$ cat config.mk
export PLATFORM = sky130hd
export DESIGN_NAME = conv_mode_seq
export DESIGN_NICKNAME = d
export VERILOG_FILES = /design/src/rtl/seq_pkg.sv /design/src/rtl/seq_mode_dec.sv /design/src/rtl/seq_tick_timer.sv /design/src/rtl/seq_result_reg.sv /design/src/rtl/conv_mode_seq.sv
export SDC_FILE = /design/constraint.sdc
export NUM_CORES = 1
export LEC_CHECK = 0
export CAP_MARGIN = 40
export CORE_MARGIN = 5
export CORE_UTILIZATION = 53
export DETAILED_ROUTE_END_ITERATION = 7
export GPL_TIMING_DRIVEN = 0
export MAX_ROUTING_LAYER = met4
export PLACE_DENSITY = 0.83
export SKIP_CTS_REPAIR_TIMING = 1
export SYNTH_ARGS = -nofsm -noshare
export SYNTH_HDL_FRONTEND = slang
export SYNTH_SLANG_ARGS = --single-unit
export TNS_END_PERCENT = 20
$ cat constraint.sdc
create_clock -name clk -period 5.5 [get_ports clk]
set_input_delay 1.1 -clock clk [delete_from_list [all_inputs] [get_ports clk]]
set_output_delay 1.1 -clock clk [all_outputs]
set_load 0.02 [all_outputs]
$ cat src/rtl/seq_pkg.sv
package seq_pkg;

   typedef enum logic [1:0] {
      ST_IDLE  = 2'd0,
      ST_CONV  = 2'd1,
      ST_WAKE  = 2'd2,
      ST_SLEEP = 2'd3
   } seq_state_e;

   typedef enum logic [1:0] {
      MD_CONT = 2'd0,
      MD_ONCE = 2'd1,
      MD_OFF  = 2'd2
   } seq_mode_e;

   // Field 11 -> shutdown, 10 -> one-shot, anything with bit 1 clear -> continuous
   function automatic seq_mode_e decode_field(input logic [1:0] f);
      seq_mode_e m;
      case (f)
         2'b11:   m = MD_OFF;
         2'b10:   m = MD_ONCE;
         default: m = MD_CONT;
      endcase
      return m;
   endfunction

endpackage

$ cat src/rtl/seq_mode_dec.sv
module seq_mode_dec
   import seq_pkg::*;
(
   input  logic [1:0] field,
   output seq_mode_e  mode
);
   always_comb mode = decode_field(field);
endmodule

$ cat src/rtl/seq_tick_timer.sv
module seq_tick_timer #(
   parameter int CONV_TICKS = 240,
   parameter int WAKE_TICKS = 1
) (
   input  logic clk,
   input  logic rst_n,
   input  logic run,
   input  logic clr,
   input  logic sel_wake,
   input  logic tick,
   output logic done
);
   localparam int MAXT    = (CONV_TICKS > WAKE_TICKS) ? CONV_TICKS : WAKE_TICKS;
   localparam int CNT_W   = $clog2(MAXT + 1);
   localparam int WAKE_M1 = (WAKE_TICKS > 0) ? WAKE_TICKS - 1 : 0;
   localparam logic [CNT_W-1:0] CONV_LIM = CNT_W'(CONV_TICKS - 1);
   localparam logic [CNT_W-1:0] WAKE_LIM = CNT_W'(WAKE_M1);

   logic [CNT_W-1:0] cnt_q;
   logic [CNT_W-1:0] lim;

   always_comb lim  = sel_wake ? WAKE_LIM : CONV_LIM;
   always_comb done = run && tick && (cnt_q == lim);

   always_ff @(posedge clk) begin
      if (!rst_n || clr || !run)
         cnt_q <= '0;
      else if (tick && !done)
         cnt_q <= cnt_q + 1'b1;
   end
endmodule

$ cat src/rtl/seq_result_reg.sv
module seq_result_reg #(
   parameter int DATA_W      = 13,
   parameter bit CLR_ON_RST  = 1'b1
) (
   input  logic              clk,
   input  logic              rst_n,
   input  logic              cap,
   input  logic [DATA_W-1:0] d,
   output logic [DATA_W-1:0] q
);
   generate
      if (CLR_ON_RST) begin : g_clr
         always_ff @(posedge clk) begin
            if (!rst_n)   q <= '0;
            else if (cap) q <= d;
         end
      end else begin : g_keep
         always_ff @(posedge clk) begin
            if (cap) q <= d;
         end
      end
   endgenerate
endmodule

$ cat src/rtl/conv_mode_seq.sv
module conv_mode_seq
   import seq_pkg::*;
#(
   parameter int DATA_W     = 13,
   parameter int CONV_TICKS = 240,
   parameter int WAKE_TICKS = 1
) (
   input  logic              clk,
   input  logic              rst_n,
   input  logic              mode_wr,
   input  logic [1:0]        mode_field,
   input  logic              tick,
   input  logic [DATA_W-1:0] conv_data,
   output logic              conv_start,
   output logic              busy,
   output logic              result_vld,
   output logic [DATA_W-1:0] result
);
   generate
      if (DATA_W < 1) begin : g_bad_w
         $error("conv_mode_seq: DATA_W must be at least 1");
      end
      if (CONV_TICKS < 1) begin : g_bad_conv
         $error("conv_mode_seq: CONV_TICKS must be at least 1");
      end
      if (WAKE_TICKS < 0) begin : g_bad_wake
         $error("conv_mode_seq: WAKE_TICKS must not be negative");
      end
   endgenerate

   seq_state_e state_q, state_d;
   seq_mode_e  mode_q, mode_d, wr_mode, pmode_q, pmode_d, eff_mode;
   logic       pend_q, pend_d, eff_fresh;
   logic       launch, wake_entry, done, finish_conv;
   logic       start_q, vld_q, wake_en;

   generate
      if (WAKE_TICKS > 0) begin : g_wake_on
         assign wake_en = 1'b1;
      end else begin : g_wake_off
         assign wake_en = 1'b0;
      end
   endgenerate

   seq_mode_dec dec_i (
      .field (mode_field),
      .mode  (wr_mode)
   );

   seq_tick_timer #(
      .CONV_TICKS (CONV_TICKS),
      .WAKE_TICKS (WAKE_TICKS)
   ) tmr_i (
      .clk      (clk),
      .rst_n    (rst_n),
      .run      (busy),
      .clr      (launch | wake_entry),
      .sel_wake (state_q == ST_WAKE),
      .tick     (tick),
      .done     (done)
   );

   // A write in this cycle outranks one held from earlier
   always_comb begin
      eff_fresh = mode_wr | pend_q;
      if (mode_wr)     eff_mode = wr_mode;
      else if (pend_q) eff_mode = pmode_q;
      else             eff_mode = mode_q;
   end

   always_comb finish_conv = (state_q == ST_CONV) && done;

   always_comb begin
      state_d    = state_q;
      mode_d     = mode_q;
      pend_d     = pend_q;
      pmode_d    = pmode_q;
      launch     = 1'b0;
      wake_entry = 1'b0;
      unique case (state_q)
         ST_IDLE: begin
            if (mode_wr) begin
               mode_d = wr_mode;
               if (wr_mode == MD_OFF) state_d = ST_SLEEP;
               else                   launch  = 1'b1;
            end else if (mode_q == MD_CONT) begin
               launch = 1'b1;
            end
         end
         ST_CONV: begin
            if (done) begin
               pend_d = 1'b0;
               mode_d = eff_mode;
               if (eff_mode == MD_OFF)                      state_d = ST_SLEEP;
               else if (eff_mode == MD_ONCE && !eff_fresh) state_d = ST_IDLE;
               else                                         launch  = 1'b1;
            end else if (mode_wr) begin
               pend_d  = 1'b1;
               pmode_d = wr_mode;
            end
         end
         ST_WAKE: begin
            if (done) begin
               pend_d = 1'b0;
               mode_d = eff_mode;
               if (eff_mode == MD_OFF) state_d = ST_SLEEP;
               else                    launch  = 1'b1;
            end else if (mode_wr) begin
               pend_d  = 1'b1;
               pmode_d = wr_mode;
            end
         end
         ST_SLEEP: begin
            if (mode_wr && wr_mode != MD_OFF) begin
               mode_d = wr_mode;
               if (wake_en) begin
                  state_d    = ST_WAKE;
                  wake_entry = 1'b1;
               end else begin
                  launch = 1'b1;
               end
            end
         end
         default: state_d = ST_IDLE;
      endcase
      if (launch) state_d = ST_CONV;
   end

   always_ff @(posedge clk) begin
      if (!rst_n) begin
         state_q <= ST_IDLE;
         mode_q  <= MD_CONT;
         pend_q  <= 1'b0;
         pmode_q <= MD_CONT;
         start_q <= 1'b0;
         vld_q   <= 1'b0;
      end else begin
         state_q <= state_d;
         mode_q  <= mode_d;
         pend_q  <= pend_d;
         pmode_q <= pmode_d;
         start_q <= launch;
         vld_q   <= finish_conv;
      end
   end

   seq_result_reg #(
      .DATA_W     (DATA_W),
      .CLR_ON_RST (1'b1)
   ) res_i (
      .clk   (clk),
      .rst_n (rst_n),
      .cap   (finish_conv),
      .d     (conv_data),
      .q     (result)
   );

   assign busy       = (state_q == ST_CONV) || (state_q == ST_WAKE);
   assign conv_start = start_q;
   assign result_vld = vld_q;

endmodule

==> summary by stage <==
Timing
For the pin with the worst max-slew slack, the measured transition is 0.492 ns. The aggregate negative setup slack is 0 ns. On the final layout, the worst clock skew is 0.0135 ns. The relative slew slack is 67.2%. In the finished design, the share of the clock period the worst path needs comes to a little under three fifths.

The final critical-path required period is approximately 3.1 ns. Setup repair after global routing left no endpoint under its margin. The total of endpoints with negative setup slack in the final report is 0. Derived from the worst setup path, the maximum achievable clock frequency is 320 MHz.

The final count of pins violating max slew is 0. The hold violation total from the final report was 0.

Worst setup path
The kind of critical path is reg2out. The data required time at the worst endpoint is approximately 4.4 ns. The worst setup path is launched from a flip-flop. STA puts the critical path data arrival time at 2.03 ns. The nature of the critical path endpoint is an output pin. The maximum fanout along the worst path is 7.

Global routing
The via count of the first global-routing pass was 1342. The layer flagged by global routing as most heavily used is met2. The wire length of the first global-routing pass is approximately 6000 um. The met3 layer usage reported by global route is 5.95%. The met1 global-route usage is 20.0%. The overall routing resource usage is 19.1%. The largest net degree at the start of global routing is 11. The total global routing overflow is 0.

The met2 track demand over resource in global routing is 32.8%. The initial antenna violation count is 0.

Die
The area inside the core boundary is 2760 um^2. The die outline area is 4080 um^2. Once the floorplan was initialized, standard cells occupied 55.7% of the core. The vertical die dimension is 63.8 um. The I/O pin count is 35.

The standard-cell row count is 19. The floorplan step set the die width to between 60 and 70 um.

Synthesis
The most instantiated flip-flop cell in the synthesis netlist is dfxtp_1. In this run, synthesis produced a sequential element count of 30. Dividing the synthesized area by the synthesized cell count gives 9.15 um^2. Synthesis handed over a netlist of 168 instances. The part of the Yosys area used for sequential elements is about 39%. The cell area that synthesis handed to floorplanning was 1540 um^2.

For this run, the number of Yosys warnings is 0. The number of distinct library cells after synthesis is 41. The area share of the largest cell type after synthesis is 39.1%.

The largest area contributor in the netlist is dfxtp_1. Counting every net in the synthesized netlist gives between 150 and 200. Yosys attributes the largest share of cell area to dfxtp_1 39%, mux2i_1 10%, nor2_1 6.8%. In this run, synthesis inferred 0 flip-flops with an integrated enable. Of all flip-flops after synthesis, the portion carrying an async set or reset was 0%.

Pwr
The largest vdd supply drop is 0.298 mV. The total design power is 0.782 mW. The power per unit of standard cell area is 393 nW/um^2.

In this run the static leakage power is 0.846 nW.

Clocking
The root buffer cell chosen for the clock tree is clkbuf_4. TritonCTS created 5 clock buffers. The clock passes through at most 2 buffers. Clock latency on the worst-skew pair, taken at its later pin, is 0.34 ns.

The maximum level of the CTS H-tree is 2. TritonCTS built the clock tree. The total number of clock tree sinks is 30. Clock-pin slew was measured on the worst setup and hold paths at 0.11 ns.

Detailed routing
The via density per instance is about 5.6. For this run, design rule violations remaining after detail routing come to 0. The count of TritonRoute iterations in the first routing pass is 4. The mean routed wirelength per cell is 14.9 um.

The number of design-rule violations left by the first detailed-router iteration is 103. The final route contains 1346 vias. The detail route stage leaves a number of antenna-violating nets equal to 0. The detailed-route wire length is around 3600 um.

Final layout
The library cells used most frequently in the layout, excluding fill and tap cells, are 33 x clkdlybuf4s50_1, 30 x dfxtp_1, 28 x nor2_1, 16 x mux2i_1, 11 x nand2_1. Summing all multi-input logic gate instances after layout gives 881 um^2. The number of antenna diodes is 0. In the final layout, flip-flops and latches occupy 601 um^2. The fill cell instance count of the final layout is 213.

The net count of the finished layout is 233. Leaving out fill and tap cells, the most frequent cell in the layout is clkdlybuf4s50_1. The layout overhead on the synthesized area is 29.3%. The fraction of final layout cells sized beyond drive strength 1 is 11.5%.

Run
The max-capacitance violation count is 0.

Placed design
Routability-driven placement finished with a final weighted congestion of 0.929. The final HPWL from detailed placement is 2710 um. The number of buffers added on ports is 33.

Run status
The flow ran to the end, and the final reports show no timing, DRC or antenna violations.

Min path
In this run the worst hold path is classified as reg2reg.
[cell usage after synthesis, drive strengths merged, types with 2 or more instances]
cell    instances
dfxtp          30
nor2           28
mux2i          16
nand2          11
a21oi           8
nand3           7
xor2            7
ha              6
nand4           5
and3            4
buf             4
inv             4
nor3            4
mux2            3
o21a            3
clkbuf          2
nand3b          2
nor2b           2
nor4            2
o21ai           2
or2             2
or3             2
[per-stage QoR]
step | cell area, um^2 | setup WS (ns) | instances | util (%) | hold slack [ns]
2_1_floorplan | 1540 | 3.05 | 168 | - | 0.446
5_1_grt | 1990 | 2.25 | 239 | 72.1 | 0.521
4_1_cts | 1990 | 2.36 | 239 | 72.1 | 0.492
6_report | 1990 | 2.37 | 239 | 72.1 | 0.486
3_3_place_gp | 1910 | 2.51 | 232 | 69.1 | 0.466
3_5_place_dp | 1910 | 2.47 | 232 | 69.1 | 0.478
[critical path: stages (launching register included)]
cell,delay (ns)
dfxtp_1,0.37
inv_1,0.11
ha_1,0.53
clkdlybuf4s50_1,0.68
[cell families after synthesis]
family,Yosys count,share of synthesized area [%]
fa+ha+maj,6,4.89
mux,19,12.6
simple gates,74,24.9
compound gates,21,10.3
buf+inv,10,3.58
flops,30,39.1
xor+xnor,8,4.56
[power breakdown]
part           internal [mW]  switching, mW  total [mW]
combinational          0.152          0.181       0.333
sequential             0.240         0.0233       0.263
clock                  0.106         0.0801       0.186
total                  0.497          0.284       0.782
[registers in the layout, indices dropped and copies added (netlist names)]
register	flops
conv_start	1
mode_q	2
pend_q	1
pmode_q	2
res_i.q	13
result_vld	1
state_q	2
tmr_i.cnt_q	8
[cell type report]
cell class	count	share of cell area, %
Timing Repair Buffer	33	16.6
Sequential cell	30	30.2
Buffer	6	2.02
Clock buffer	6	2.58
Multi-Input combinational cell	128	44.3
Clock inverter	1	1.51
Tap cell	31	1.95
Inverter	4	0.756
[per-layer routing]
layer	vias to the layer above	share of wire, %
met5	-	0
met4	0	1.7
met3	8	4.8
met2	34	53
met1	641	40
li1	663	-
[worst paths after layout]
kind,start,to,slack (ns),depth (start not counted)
setup / recovery,state_q[0],busy,2.37,3
hold / removal,pmode_q[1],pmode_q[1],0.49,2
setup reg to reg,state_q[0],state_q[1],3.08,8
hold reg to reg,pmode_q[1],pmode_q[1],0.49,2
No activity file was read; power rests on OpenSTA's default activity.
